[src/rtl/echo_pkg.sv]
package echo_pkg;

  // Weighted sum at full precision: x*k + old*(2^cw - k)
  function automatic longint blend_full(longint x, longint old, longint k, int cw);
    return x * k + old * ((longint'(1) <<< cw) - k);
  endfunction

  // Round half up, then drop cw fractional bits (arithmetic shift)
  function automatic longint round_drop(longint v, int cw);
    return (v + (longint'(1) <<< (cw - 1))) >>> cw;
  endfunction

  // Clamp to the signed range of w bits
  function automatic longint clamp_signed(longint v, int w);
    longint hi;
    longint lo;
    hi = (longint'(1) <<< (w - 1)) - 1;
    lo = -(longint'(1) <<< (w - 1));
    if (v > hi) return hi;
    if (v < lo) return lo;
    return v;
  endfunction

endpackage

[src/rtl/echo_slot_ctr.sv]
module echo_slot_ctr #(
  parameter int DEPTH = 32,
  localparam int AW = $clog2(DEPTH)
) (
  input  logic          clk,
  input  logic          rst_n,
  input  logic          adv,
  output logic [AW-1:0] ptr,
  output logic          filled
);
  localparam logic [AW-1:0] LAST = AW'(DEPTH - 1);

  always_ff @(posedge clk) begin
    if (!rst_n) begin
      ptr    <= '0;
      filled <= 1'b0;
    end else if (adv) begin
      if (ptr == LAST) begin
        ptr    <= '0;
        filled <= 1'b1;
      end else begin
        ptr <= ptr + AW'(1);
      end
    end
  end
endmodule

[src/rtl/echo_delay_mem.sv]
module echo_delay_mem #(
  parameter int DEPTH = 32,
  parameter int SW    = 16,
  localparam int AW = $clog2(DEPTH)
) (
  input  logic          clk,
  input  logic [AW-1:0] rd_addr,
  input  logic          filled,
  output logic [SW-1:0] rd_word,
  input  logic          wr_en,
  input  logic [AW-1:0] wr_addr,
  input  logic [SW-1:0] wr_data
);
  logic [SW-1:0] store [DEPTH];

  always_ff @(posedge clk) begin
    if (wr_en) store[wr_addr] <= wr_data;
  end

  // Contents before the first wrap are treated as silence
  assign rd_word = filled ? store[rd_addr] : '0;
endmodule

[src/rtl/echo_blend.sv]
module echo_blend #(
  parameter int SW = 16,
  parameter int CW = 8
) (
  input  logic signed [SW-1:0] x,
  input  logic signed [SW-1:0] old,
  input  logic        [CW-1:0] k,
  output logic signed [SW-1:0] y
);
  import echo_pkg::*;

  longint full_sum;
  longint rounded;
  longint limited;

  always_comb begin
    full_sum = blend_full(longint'(x), longint'(old), longint'({1'b0, k}), CW);
    rounded  = round_drop(full_sum, CW);
    limited  = clamp_signed(rounded, SW);
    y        = SW'(limited);
  end
endmodule

[src/rtl/echo_mixer.sv]
module echo_mixer #(
  parameter int SAMPLE_W = 16,
  parameter int COEF_W   = 8,
  parameter int DEPTH    = 32
) (
  input  logic                       clk,
  input  logic                       rst_n,
  input  logic                       in_valid,
  input  logic signed [SAMPLE_W-1:0] in_sample,
  input  logic        [COEF_W-1:0]   mix_coef,
  output logic                       out_valid,
  output logic signed [SAMPLE_W-1:0] out_sample
);
  localparam int AW = $clog2(DEPTH);

  // Named internal events
  logic                       adv;
  logic [AW-1:0]              ptr;
  logic                       filled;
  logic [SAMPLE_W-1:0]        old_word;
  logic                       wr_en;
  logic signed [SAMPLE_W-1:0] wr_data;

  // Stage 1 registers
  logic                       s1_valid;
  logic signed [SAMPLE_W-1:0] s1_x;
  logic signed [SAMPLE_W-1:0] s1_old;
  logic        [COEF_W-1:0]   s1_k;
  logic [AW-1:0]              s1_addr;

  assign adv = in_valid;

  echo_slot_ctr #(.DEPTH(DEPTH)) u_ctr (
    .clk    (clk),
    .rst_n  (rst_n),
    .adv    (adv),
    .ptr    (ptr),
    .filled (filled)
  );

  echo_delay_mem #(.DEPTH(DEPTH), .SW(SAMPLE_W)) u_mem (
    .clk     (clk),
    .rd_addr (ptr),
    .filled  (filled),
    .rd_word (old_word),
    .wr_en   (wr_en),
    .wr_addr (s1_addr),
    .wr_data (wr_data)
  );

  always_ff @(posedge clk) begin
    if (!rst_n) begin
      s1_valid <= 1'b0;
      s1_x     <= '0;
      s1_old   <= '0;
      s1_k     <= '0;
      s1_addr  <= '0;
    end else begin
      s1_valid <= in_valid;
      if (in_valid) begin
        s1_x    <= in_sample;
        s1_old  <= old_word;
        s1_k    <= mix_coef;
        s1_addr <= ptr;
      end
    end
  end

  echo_blend #(.SW(SAMPLE_W), .CW(COEF_W)) u_blend (
    .x   (s1_x),
    .old (s1_old),
    .k   (s1_k),
    .y   (wr_data)
  );

  assign wr_en = s1_valid;

  always_ff @(posedge clk) begin
    if (!rst_n) begin
      out_valid  <= 1'b0;
      out_sample <= '0;
    end else begin
      out_valid <= s1_valid;
      if (s1_valid) out_sample <= wr_data;
    end
  end
endmodule

[config.mk]
export PLATFORM = sky130hd
export DESIGN_NAME = echo_mixer
export DESIGN_NICKNAME = d
export VERILOG_FILES = /design/src/rtl/echo_pkg.sv /design/src/rtl/echo_slot_ctr.sv /design/src/rtl/echo_delay_mem.sv /design/src/rtl/echo_blend.sv /design/src/rtl/echo_mixer.sv
export SDC_FILE = /design/constraint.sdc
export NUM_CORES = 1
export LEC_CHECK = 0
export CORE_ASPECT_RATIO = 0.5
export CORE_MARGIN = 1
export CORE_UTILIZATION = 50
export CTS_BUF_LIST = sky130_fd_sc_hd__clkbuf_4
export CTS_CLUSTER_SIZE = 16
export DETAILED_ROUTE_END_ITERATION = 6
export PLACE_DENSITY_LB_ADDON = 0.05
export SYNTH_ARGS = -nofsm -noshare
export SYNTH_HDL_FRONTEND = slang
export SYNTH_SLANG_ARGS = --single-unit
[constraint.sdc]
create_clock -name clk -period 15 [get_ports clk]
set_clock_uncertainty 0.05 [all_clocks]
set_input_delay 3 -clock clk [delete_from_list [all_inputs] [get_ports clk]]
set_output_delay 3 -clock clk [all_outputs]
set_load 0.05 [all_outputs]
=== Word level (Yosys, flattened, before mapping) ===
Memory sizes are Yosys's and may differ from the RTL's. A register that Yosys moved wholly into a read port is not among the register bits.
Index checks and enable logic that the tools add are counted.

* RAM bits: 512
* Memories kept: 1
* Output and inout port bits: 17
* Bits of input ports: 27
* Bits in registers: 69

{| class="wikitable"
|+ Memory list
! memory !! depth !! width !! rd ports !! clocked after Yosys merged registers in !! wr ports !! RTL line !! text
|-
| u_mem.store || 32 || 16 || 1 || 1 || 1 || echo_delay_mem.sv:14 || <nowiki>logic [SW-1:0] store [DEPTH];</nowiki>
|}

* Reduce and logical (&&, ||, !) cells: 1
* $lt $le $gt $ge: 2
* $add $sub $neg: 4
* Eq/ne operators: 1
* Mux-type cells: 13
* Multiply operators: 2

{| class="wikitable"
|+ Operator list
! cell !! count
|-
| $add 64x64->64 || 1
|-
| $add 64x9->64 const B || 1
|-
| $mux 16 || 4
|-
| $gt 56x16->1 const B || 1
|-
| $lt 56x16->1 const B || 1
|-
| $mul 16x10->26 || 1
|-
| $mul 16x9->25 || 1
|-
| $mux 15 || 1
|-
| $mux 5 || 3
|-
| $sub 9x8->10 const A || 1
|-
| $add 5x1->5 const B || 1
|-
| $eq 5x5->1 const B || 1
|-
| $mux 1 || 5
|-
| $reduce_and 2->1 || 1
|}

=== Logic depth before layout (Yosys ltp) ===
Gate-level depths: netlist (run 1).

* Word-level depth: 9
* Gate-level depth with buffers: 47
* Gate-level depth less buffers: 43

=== Hierarchy ===
A second synthesis (run 1) with hierarchy kept.

* Cells, all modules: 2308
* Area total of the unflattened synthesis: 33668.5 um2

{| class="wikitable"
|+ Modules (own cells, without submodules)
! module !! cells each !! area an instance (um2) !! instances
|-
| echo_delay_mem || 875 || 19852.8 || 1
|-
| echo_blend || 1204 || 11126.9 || 1
|-
| echo_mixer || 200 || 2402.3 || 1
|-
| echo_slot_ctr || 29 || 286.5 || 1
|}

=== Worst setup path after synthesis (run 1) ===
OpenSTA, ideal clock, no wires.

* Path type: reg-to-reg
* From: reg s1_k[1]
* To: mem u_mem.store[0][6], data pin
* Period minus slack after synthesis: 10802 ps
* Cell stages (with the launch flop): 43
* Data arrival time: 10360 ps
* Setup slack: 4198 ps
* Path buffers: 4
* Cell sequence: dfxtp_1 > clkbuf_1 > clkbuf_1 > inv_1 > ha_1 > xnor2_1 > clkbuf_1 > nand2_1 > fa_1 > inv_1 > fa_1 > inv_1 > fa_1 > inv_1 > fa_1 > fa_1 > ha_1 > or3_1 > (+7 left out) > ha_1 > a21o_1 > a21o_1 > a21o_1 > nand2_1 > o21a_1 > o31ai_1 > o21ai_0 > nand2b_1 > a22o_1 > ha_1 > or4_1 > nor4_1 > nor4b_1 > a221oi_2 > nand2_1 > buf_2 > nand2_1

{| class="wikitable"
|+ RTL lines
! element !! RTL line !! text
|-
| start, declared || echo_mixer.sv:28 || <nowiki>logic [COEF_W-1:0] s1_k;</nowiki>
|-
| start signal, assigned || echo_mixer.sv:63 || <nowiki>s1_k <= mix_coef;</nowiki>
|-
| end, declared || echo_delay_mem.sv:14 ||
|}

==> results of run 1 <==
## metrics by stage
step	hold WS (ns)	std cells	cell area (um2)	setup slack, ns
4_1_cts	0.447	3493	37300	1.91
5_1_grt	0.464	3500	37300	0.959
3_3_place_gp	0.424	3252	35400	2.17
6_report	0.443	3500	37300	1.85
3_5_place_dp	0.432	3252	35400	1.99
2_1_floorplan	0.409	2395	33800	4.20
## area by class of cell
class	instances	area (um2)	share of cell area, %
sequential	586	16900	45.2
clock inverter	45	364	0.977
multi-input combinational	1416	15800	42.3
clock buffer	196	1470	3.95
tap	897	1120	3.01
inverter	292	1100	2.94
timing repair buffer	61	581	1.56
antenna	7	17.5	0.0470
## worst min-delay path by stage
stage | endpoint | cells after the start | slack [ns]
after global routing | out_sample[15] | 1 | 0.46
after floorplan | u_ctr.filled | 2 | 0.41
final | out_sample[15] | 1 | 0.44
after global placement | out_sample[15] | 1 | 0.42
after detailed placement | out_sample[15] | 1 | 0.43
after CTS | out_sample[15] | 1 | 0.45
## kinds of logic after synthesis
| family | Yosys count | share of synthesized area, % |
|---|---|---|
| buf+inv | 393 | 4.42 |
| xor+xnor | 68 | 1.76 |
| mux | 212 | 12.2 |
| compound gates | 205 | 4.13 |
| fa+ha+maj | 390 | 19.4 |
| flops | 586 | 49.8 |
| simple gates | 541 | 8.32 |
## power by group
part           internal, W  leakage (nW)  switching, W
clock             0.000697          1.07      0.000687
combinational     0.000162          8.43      0.000358
sequential         0.00192          5.13     0.0000254
total              0.00278          14.6       0.00107
## placed cells by master (no fill, tap or decap), types with 13 or more instances in the layout
master             n
inv_1            290
nor4_1            19
nand3_1           29
nor2b_1           40
buf_4             16
clkdlybuf4s50_1   41
nor2_4            32
fa_1             224
ha_1             166
and2_1           159
xor2_1            22
mux2i_1           51
nor2_1            47
o22ai_1           16
o21ai_0           35
nor3_1            18
a21o_1            19
xnor2_1           43
o21a_1            13
a21oi_1           48
dfxtp_1           69
mux4_2           160
clkinv_1          24
edfxtp_1         512
nand2_1          142
clkbuf_4         196
## layer usage
layer | up-vias | global-route usage (%) | part of all wire (%)
li1 | 8850 | - | -
met1 | 10412 | 40.2 | 44
met2 | 811 | 39.3 | 43
met3 | 116 | 7.15 | 10
met4 | 2 | 6.00 | 1.7
met5 | - | 0 | 0.015
## cells in the mapped netlist, types with 10 or more instances
cell	instances	share of area, %
dfxtp_1	74	4.4
and2_1	159	2.9
nand3_1	29	0.43
a211oi_1	12	0.27
nand2b_1	10	0.18
fa_1	224	13
nor2b_1	40	0.74
xnor2_1	45	1.2
a21o_1	19	0.42
nor3_1	18	0.27
xor2_1	23	0.60
inv_1	290	3.2
nor4_1	19	0.35
nand2_1	142	1.6
o21a_1	13	0.29
mux2i_1	51	1.5
nor2_1	79	0.88
o21ai_0	35	0.52
a21oi_1	48	0.71
and3_1	12	0.22
buf_1	12	0.13
mux4_2	160	11
ha_1	166	6.1
buf_2	16	0.24
clkbuf_1	73	0.81
edfxtp_1	512	45
o22ai_1	16	0.30
## sequential cells by signal (all words and copies together), names as in the netlist, named ones only
register      count
u_mem.store     512
out_sample       16
s1_old           16
s1_x             16
s1_k              8
s1_addr           5
u_ctr.ptr         5
out_valid         1
s1_valid          1
u_ctr.filled      1
==> impl_results.md, run 1 <==
- Detailed-placement wirelength estimate: 52700 um
- Vias in the first global route: 19924
- Clock-pin slew on the worst setup and hold paths: 0.07 ns
- Max-Cap Viols: 0
- CTS Sinks: 586
- Library cells used by synthesis: 71
- Max_slew headroom: 18.0%
- Worst path required time: 15.37 ns
- Worst path max stage delay: 0.93 ns
- Fill cells: 5544
- RSZ-0062 raised after global routing: no
- Core ar.: 67000 um2
- Crit path max-delay family: simple AND/OR/NAND/NOR gates
- Fin util: 55.7%
- Initial antenna violation count: 3
- Violated checks: DRC
- Sequential-to-total area share from yosys stat: 49.8%
- Main synth FF type: edfxtp_1
- Die W: 370 um
- Fin. Hold Viols: 0
- Final #Nets: 2908
- Post-CTS Hold Fix Bufs: 0
- Wirelength per Cell: 25.4 um
- GR Overflow Total: 0
- Initial Util: 50.5%
- DIE AREA: 68800 um2
- CP max stage cell: nand2_1
- DRT Pass-1 Iters: 7
- Worst-path fanout max: 32
- Post-synth EDFFs: 512
- Top-level port count: 44
- Gate Count Post-Synth: 2395
- Post-synthesis average cell area: 14.1 um2
- Num CTS Buffers: 134
- Post-route setup TNS: 0 ns
- Yosys warnings: 0
- Hold_sp: out_sample[15]
- Post-cts resize count: 0
- Critical path depth: 36
- Fmax: 76.1 MHz
- First-pass GRT wire length: 131000 um
- Final setup vio count: 0
- Remaining DRCs: 2
- HP Class: flip-flop to flip-flop
- Layout cells sized above 1: 17.8%
- Asr flop ratio synth: 0%
- Largest net degree at the start of global routing: 129
- Postcts setup bufs: 0
- Chip height: 186 um
- Vias per Instance: 5.77
- CTS root buf: clkbuf_4
- Worst-Margin Slew: 1.23 ns
- Final Max Slew Viols: 0
- Outcome: finished with violations
- Buf+Inv Stages, Crit Path: 3
- Worst-Skew Late Latency: 0.99 ns
- Cell count of the worst reg-to-reg path: 36
- Static leakage: 14.6 nW
- Max VDD drop: 0.0580 mV
- CP arrival: 13.52 ns
- Fin crit period: 13.15 ns
- Crit path launch type: flip-flop
- Worst Setup SP: s1_k[1]
- H-tree levels: 4
- Synthesized cell area: 33800 um2
- Worst r2r dst: u_mem.store[6][11]
- Routability congestion estimate: 0.888
- Crit. End Element: flip-flop
- Final period util: 87.6%
- Reg2reg setup slack: 1.85 ns
- Total detailed-routing wirelength: 89000 um
- # port buffers: 43
- Antenna Nets Post-Route: 0
- FF-to-FF Start: s1_k[1]
- Vias: 20191
- Yosys reg bits: 586
- GRT Util Overall: 26.9%
- Number of core rows: 67
- P&R area growth vs syn: 10.1%
- Worst Setup EP: u_mem.store[6][11]
- Crit Path Category: flip-flop to flip-flop
- Pwr dens: 103 nW/um2
- Total design power: 0.00385 W
- Initial DRC count: 2140
- CTS tree: yes
- Syn_nets: 2812
- CTS max path bufs: 3
(Power assumes the default switching activity.)
==> run 2: changes to the inputs <==
- CORE_MARGIN: 1 -> unset
- SKIP_CTS_REPAIR_TIMING: unset -> 1
==> results of run 2 <==
Same layout as run 1: the final DEF is identical, and so are final timing and power.
